`config.mk`:
```
export PLATFORM = sky130hd
export DESIGN_NAME = quad_dac_frontend
export DESIGN_NICKNAME = d
export VERILOG_FILES = /design/src/rtl/qdf_pkg.sv /design/src/rtl/qdf_sync.sv /design/src/rtl/qdf_shift.sv /design/src/rtl/qdf_regbank.sv /design/src/rtl/quad_dac_frontend.sv
export SDC_FILE = /design/constraint.sdc
export NUM_CORES = 1
export LEC_CHECK = 0
export ABC_AREA = 0
export BUFFER_PORTS_ARGS = -buffer_cell sky130_fd_sc_hd__buf_2
export CAP_MARGIN = 20
export CORE_ASPECT_RATIO = 0.75
export CORE_MARGIN = 5
export CORE_UTILIZATION = 39
export CTS_CLUSTER_DIAMETER = 80
export CTS_CLUSTER_SIZE = 40
export DETAILED_ROUTE_END_ITERATION = 16
export GPL_TIMING_DRIVEN = 0
export PLACE_DENSITY = 0.65
export SYNTH_ARGS = -nofsm -noshare
export SYNTH_HDL_FRONTEND = slang
export SYNTH_SLANG_ARGS = --single-unit
export TNS_END_PERCENT = 20
```
`constraint.sdc`:
```
create_clock -name clk -period 2.7 [get_ports clk]
set_clock_uncertainty 0.05 [all_clocks]
set_input_delay 0.81 -clock clk [delete_from_list [all_inputs] [get_ports clk]]
set_output_delay 0.81 -clock clk [all_outputs]
set_load 0.05 [all_outputs]
```
`src/rtl/qdf_pkg.sv`:
```
package qdf_pkg;
  localparam int NCH_DEF    = 4;
  localparam int DATA_W_DEF = 16;
  localparam int RSV_W_DEF  = 3;
  localparam int CMD_W_DEF  = 3;
  localparam int STAGES_DEF = 2;
  localparam logic [CMD_W_DEF-1:0] CMD_WRITE_DEF = 3'b000;
endpackage

```
`src/rtl/qdf_sync.sv`:
```
module qdf_sync #(
  parameter int W = 5,
  parameter int STAGES = 2,
  parameter logic [W-1:0] RST_VAL = '1
) (
  input  logic         clk,
  input  logic         rst,
  input  logic [W-1:0] d,
  output logic [W-1:0] q
);
  logic [W-1:0] stg [STAGES];

  always_ff @(posedge clk) begin
    if (rst) stg[0] <= RST_VAL;
    else     stg[0] <= d;
  end

  for (genvar s = 1; s < STAGES; s++) begin : g_stage
    always_ff @(posedge clk) begin
      if (rst) stg[s] <= RST_VAL;
      else     stg[s] <= stg[s-1];
    end
  end

  assign q = stg[STAGES-1];
endmodule

```
`src/rtl/qdf_shift.sv`:
```
module qdf_shift #(
  parameter int FRAME_W = 24
) (
  input  logic               clk,
  input  logic               rst,
  input  logic               sync_s,
  input  logic               sclk_s,
  input  logic               sdin_s,
  output logic [FRAME_W-1:0] word,
  output logic               word_vld,
  output logic               sdo
);
  localparam int CNT_W = $clog2(FRAME_W + 1);

  logic             sclk_d;
  logic             fall, rise;
  logic [CNT_W-1:0] cnt;

  assign fall = sclk_d & ~sclk_s;
  assign rise = ~sclk_d & sclk_s;

  always_ff @(posedge clk) begin
    if (rst) begin
      sclk_d   <= 1'b1;
      word     <= '0;
      cnt      <= '0;
      word_vld <= 1'b0;
      sdo      <= 1'b0;
    end else begin
      sclk_d   <= sclk_s;
      word_vld <= 1'b0;
      if (sync_s) begin
        cnt <= '0;
      end else if (fall) begin
        word <= {word[FRAME_W-2:0], sdin_s};
        if (cnt != CNT_W'(FRAME_W)) cnt <= cnt + CNT_W'(1);
        if (cnt == CNT_W'(FRAME_W - 1)) word_vld <= 1'b1;
      end
      if (rise) sdo <= word[FRAME_W-1];
    end
  end

  AST_NO_DONE_IDLE: assert property (@(posedge clk) disable iff (rst)
    sync_s |=> !word_vld);
  AST_ONE_PULSE: assert property (@(posedge clk) disable iff (rst)
    word_vld |=> !word_vld);
  AST_SDO_ON_RISE: assert property (@(posedge clk) disable iff (rst)
    !(sclk_s && !sclk_d) |=> $stable(sdo));
endmodule

```
`src/rtl/qdf_regbank.sv`:
```
module qdf_regbank #(
  parameter int NCH = 4,
  parameter int DATA_W = 16,
  parameter int RSV_W = 3,
  parameter int CMD_W = 3,
  parameter logic [CMD_W-1:0] CMD_WRITE = '0,
  localparam int ADDR_W = $clog2(NCH),
  localparam int FRAME_W = CMD_W + ADDR_W + RSV_W + DATA_W
) (
  input  logic                  clk,
  input  logic                  rst,
  input  logic [FRAME_W-1:0]    word,
  input  logic                  word_vld,
  input  logic                  ldac_s,
  input  logic                  clr_s,
  output logic [NCH*DATA_W-1:0] dac_flat
);
  logic [DATA_W-1:0] in_reg [NCH];
  logic [DATA_W-1:0] in_nxt [NCH];
  logic [DATA_W-1:0] dac_reg [NCH];
  logic [NCH*DATA_W-1:0] in_flat;

  logic [CMD_W-1:0]  cmd;
  logic [ADDR_W-1:0] addr;
  logic [DATA_W-1:0] data;
  logic              unused_rsv;
  logic              ldac_d, ldac_fall, wr;

  assign data       = word[DATA_W-1:0];
  assign addr       = word[DATA_W+RSV_W +: ADDR_W];
  assign cmd        = word[FRAME_W-1 -: CMD_W];
  assign unused_rsv = ^word[DATA_W +: RSV_W];
  assign wr         = word_vld && (cmd == CMD_WRITE);
  assign ldac_fall  = ldac_d & ~ldac_s;

  always_comb begin
    for (int i = 0; i < NCH; i++) in_nxt[i] = in_reg[i];
    if (wr) in_nxt[addr] = data;
  end

  always_ff @(posedge clk) begin
    if (rst) begin
      ldac_d <= 1'b1;
      for (int i = 0; i < NCH; i++) in_reg[i] <= '0;
    end else begin
      ldac_d <= ldac_s;
      for (int i = 0; i < NCH; i++) in_reg[i] <= in_nxt[i];
    end
  end

  for (genvar c = 0; c < NCH; c++) begin : g_ch
    always_ff @(posedge clk) begin
      if (rst || !clr_s)
        dac_reg[c] <= '0;
      else if (ldac_fall)
        dac_reg[c] <= in_nxt[c];
      else if (wr && !ldac_s && addr == ADDR_W'(c))
        dac_reg[c] <= data;
    end
    assign dac_flat[c*DATA_W +: DATA_W] = dac_reg[c];
    assign in_flat[c*DATA_W +: DATA_W]  = in_reg[c];

    AST_AUTO_WRITE: assert property (@(posedge clk) disable iff (rst)
      (wr && addr == ADDR_W'(c) && !ldac_s && clr_s) |=> dac_reg[c] == $past(data));
  end

  AST_CLR_ZERO: assert property (@(posedge clk) disable iff (rst)
    !clr_s |=> dac_flat == '0);
  AST_HOLD_KEEPS: assert property (@(posedge clk) disable iff (rst)
    (clr_s && ldac_s) |=> $stable(dac_flat));
  AST_BROADCAST: assert property (@(posedge clk) disable iff (rst)
    (ldac_fall && clr_s && !wr) |=> dac_flat == $past(in_flat));
  AST_CMD_FILTER: assert property (@(posedge clk) disable iff (rst)
    (word_vld && cmd != CMD_WRITE) |=> $stable(in_flat));
endmodule

```
`src/rtl/quad_dac_frontend.sv`:
```
module quad_dac_frontend
  import qdf_pkg::*;
#(
  parameter int NCH = NCH_DEF,
  parameter int DATA_W = DATA_W_DEF,
  parameter int RSV_W = RSV_W_DEF,
  parameter int CMD_W = CMD_W_DEF,
  parameter int STAGES = STAGES_DEF,
  parameter logic [CMD_W-1:0] CMD_WRITE = CMD_WRITE_DEF,
  localparam int ADDR_W = $clog2(NCH),
  localparam int FRAME_W = CMD_W + ADDR_W + RSV_W + DATA_W
) (
  input  logic                  clk,
  input  logic                  rst,
  input  logic                  sync_n,
  input  logic                  sclk,
  input  logic                  sdin,
  input  logic                  clr_n,
  input  logic                  ldac_n,
  output logic                  sdo,
  output logic [NCH*DATA_W-1:0] dac_flat
);
  logic [4:0] pins_s;
  logic [FRAME_W-1:0] word;
  logic word_vld;

  qdf_sync #(.W(5), .STAGES(STAGES), .RST_VAL(5'b11111)) u_sync (
    .clk (clk),
    .rst (rst),
    .d   ({sync_n, sclk, sdin, clr_n, ldac_n}),
    .q   (pins_s)
  );

  qdf_shift #(.FRAME_W(FRAME_W)) u_shift (
    .clk      (clk),
    .rst      (rst),
    .sync_s   (pins_s[4]),
    .sclk_s   (pins_s[3]),
    .sdin_s   (pins_s[2]),
    .word     (word),
    .word_vld (word_vld),
    .sdo      (sdo)
  );

  qdf_regbank #(
    .NCH(NCH), .DATA_W(DATA_W), .RSV_W(RSV_W),
    .CMD_W(CMD_W), .CMD_WRITE(CMD_WRITE)
  ) u_bank (
    .clk      (clk),
    .rst      (rst),
    .word     (word),
    .word_vld (word_vld),
    .ldac_s   (pins_s[0]),
    .clr_s    (pins_s[1]),
    .dac_flat (dac_flat)
  );
endmodule

```
==> results.toml <==
[status]
outcome = "completed"

[cts]
cts_tree = "done"
clk_pin_slew_ps = 60
cts_num_sinks = 171
cts_resized = 2
cts.path.max_buffers = 2
postCtsSetupBuffers = 0
cts_root_buf = "clkbuf_16"
cts_hold_buf = 0
cts_max_level = 4
cts_buffers = 17
clk_latency_ps = 430

[worst_setup_path]
rrSetupSlack_ps = 190
arrival_ps = 2520
worstSetupStartpointType = "flip-flop"
r2r_cells = 5
crit_path_max_incr_delay_ps = 570
cp_cell_sequence = "or4b_4 > or3_1 > buf_6 > buf_12 > a21oi_4"
path_max_fanout = 16
critPathBufInv = 2
path_delay_family = "simple AND/OR/NAND/NOR gates"
cp.required_ps = 2710
critPathKind = "flip-flop to flip-flop"
critPathCaptureType = "flip-flop"
worst_path_max_delay_cell = "or4b_4"
timing.rr.start = "u_shift.word[23]"
timing.rr.end = "u_bank.dac_reg[0][14]"

[synth]
syn_area_um2 = 7170
synth_top_family_by_area = "simple AND/OR/NAND/NOR gates"
yosys_register_bits = 171
syn_inst = 644
synthMuxAreaShare_pct = 18.0
synth_fp_nets = 653
syn_avg_cell_area_um2 = 11.1
yosys.cell_types.count = 34
synth_warnings = 0
synth_compound_area_share_pct = 2.72
yosys.area_share.simple_pct = 18.7
synth-adder-area-share_pct = 0.349
synthXorXnorAreaFrac_pct = 0
seq_area_frac_synth_pct = 56.7

[global_routing]
grt_max_degree = 17
track_usage_pct = 16.6
overflow = 0
grt_pass1_wl_um = 27600
grt_pass1_vias = 4755
antenna_found_initial = 1

[timing]
slew_headroom_pct = 53.6
tightest_slew_ps = 694
fin_crit_ps = 2510
setup_slack_ps = 192
setup_viol = 0
fmax_ghz = 0.399
fin_crit_sh_pct = 92.9
fin_tns_setup_ps = 0
maxSlewViolCount = 0
finalHoldViolations = 0
holdWs_ps = 358

[route]
wl_per_cell_um = 17.3
routed_wl_um = 17300
drc = 0
drtIter0Drc = 522
ant_nets = 0
dr_total_vias = 4929
drtPass1Iterations = 5
via_per_inst = 4.94

[power_and_ir_drop]
p_switching_mw = 1.34
powerDensity_nw_per_um2 = 637
clock_power_share_pct = 41.3
power.internal_mw = 4.04
sequentialPowerShare_pct = 51.2
peakVddDrop_uv = 372
leakage_nw = 3.53
sw_frac_of_total_pct = 24.9
design_power_total_mw = 5.38
combPwrFrac_pct = 7.5

[place]
hpwl_um = 12300
port_buffers = 71
dpl-instance-area_um2 = 7890
gp_congestion = 0.823
place_inst = 965
pre_cts_ws_ps = -112

[final_layout]
fin_area_um2 = 8450
fin_util_pct = 46.2
drive_above_1_share_pct = 18.4
stdcell_count = 997
fin_nets = 746
diodes = 0
syn_to_final_growth_pct = 17.8

[worst_hold_path]
hold_start = "u_sync.stg[0][2]"
hold_end = "u_sync.stg[1][2]"
whs_path_depth = 1
hold_path.class = "flip-flop to flip-flop"

[floorplan]
io_pins = 72
coreArea_um2 = 18300
row_count = 43
start_util_pct = 39.2
dieArea_um2 = 21200
die_y_um = 127
die_x_um = 167

[flow_run]
cap_violations = 0
## worst max path at each step
| stage | startpoint | end | slack, ps | depth (start not counted) |
|---|---|---|---|---|
| after floorplan | u_shift.word[23] | u_bank.dac_reg[3][0] | 90 | 5 |
| after global placement | u_shift.word[23] | u_bank.dac_reg[1][7] | -970 | 5 |
| after detailed placement | u_shift.word[23] | u_bank.dac_reg[0][1] | -110 | 5 |
| after CTS | u_shift.word[23] | u_bank.dac_reg[0][0] | 180 | 5 |
| after global routing | u_shift.word[23] | u_bank.dac_reg[3][7] | -4 | 6 |
| final | u_shift.word[23] | u_bank.dac_reg[0][14] | 190 | 5 |
## worst reg2reg max path, delay by kind of cell (launching register included)
family                 cells  cell delay (ps)
buffers and inverters      2              340
flip-flops                 1              350
AO/OA/AOI/OAI              1              490
AND/OR/NAND/NOR            2              910
## synthesized netlist by cell type
cell / count / share of area (%)
or4_1: 1 / 0.10
edfxtp_1: 64 / 27
nand3_1: 65 / 4.5
nor3_4: 1 / 0.23
o211ai_1: 1 / 0.10
buf_4: 2 / 0.21
or4b_4: 1 / 0.19
buf_2: 9 / 0.63
nand3b_1: 3 / 0.31
nor3b_1: 3 / 0.31
o21ai_0: 4 / 0.28
a21oi_1: 32 / 2.2
nor4_1: 1 / 0.087
o31ai_1: 1 / 0.10
nand4b_1: 1 / 0.12
nand2_1: 66 / 3.5
dfxtp_1: 107 / 30
clkbuf_1: 37 / 1.9
buf_12: 1 / 0.28
nor2b_1: 1 / 0.087
and3_1: 1 / 0.087
nor4b_1: 1 / 0.12
or3_1: 4 / 0.35
buf_1: 1 / 0.052
nand2b_1: 81 / 7.1
buf_6: 1 / 0.16
ha_1: 2 / 0.35
mux2i_1: 129 / 18
or2_2: 13 / 1.1
and3b_1: 1 / 0.12
and4b_1: 1 / 0.14
inv_1: 5 / 0.26
or3b_2: 1 / 0.12
nor2_1: 2 / 0.10
## cells in the final DEF (no fill, tap or decap), types with 3 or more instances in the layout
cell type	instances
a21oi_1	28
buf_2	80
clkbuf_1	39
clkbuf_16	17
clkinv_2	4
dfxtp_1	107
edfxtp_1	64
inv_1	5
mux2i_1	129
nand2_1	66
nand2b_1	81
nand3_1	65
nand3b_1	3
o21ai_0	4
or2_2	13
or3_1	4
## power groups by stage
stage	Clock, mW	Combinational [mW]	Sequential, mW
2_1_floorplan	0	0.0832	3.02
3_3_place_gp	0	0.390	2.82
3_5_place_dp	0	0.401	2.81
4_1_cts	2.26	0.403	2.76
5_1_grt	2.38	0.419	2.76
6_report	2.23	0.401	2.76
## layer usage
metal	wire [µm]	share of wire (%)	global-route usage (%)
met1	8610	50	25.1
met2	7220	42	23.9
met3	1260	7.3	4.48
met4	154	0.89	3.75
met5	11	0.064	0
## final cells by class
class	instances	area, µm²
Clock buffer	21	460
Sequential cell	171	4060
Multi-Input combinational cell	417	2890
Inverter	5	18.8
Buffer	51	234
Fill cell	1727	9850
Timing Repair Buffer	74	397
Tap cell	247	309
Clock inverter	11	71.3
## logic make-up (layout without fill, tap and decap cells)
| kind of cell | count (synthesis) | after routing |
|---|---|---|
| simple gates | 248 | 248 |
| flops | 171 | 171 |
| mux | 129 | 129 |
| buf+inv | 56 | 162 |
| compound gates | 38 | 38 |
| fa+ha+maj | 2 | 2 |
Power figures use the tool's default switching activity.
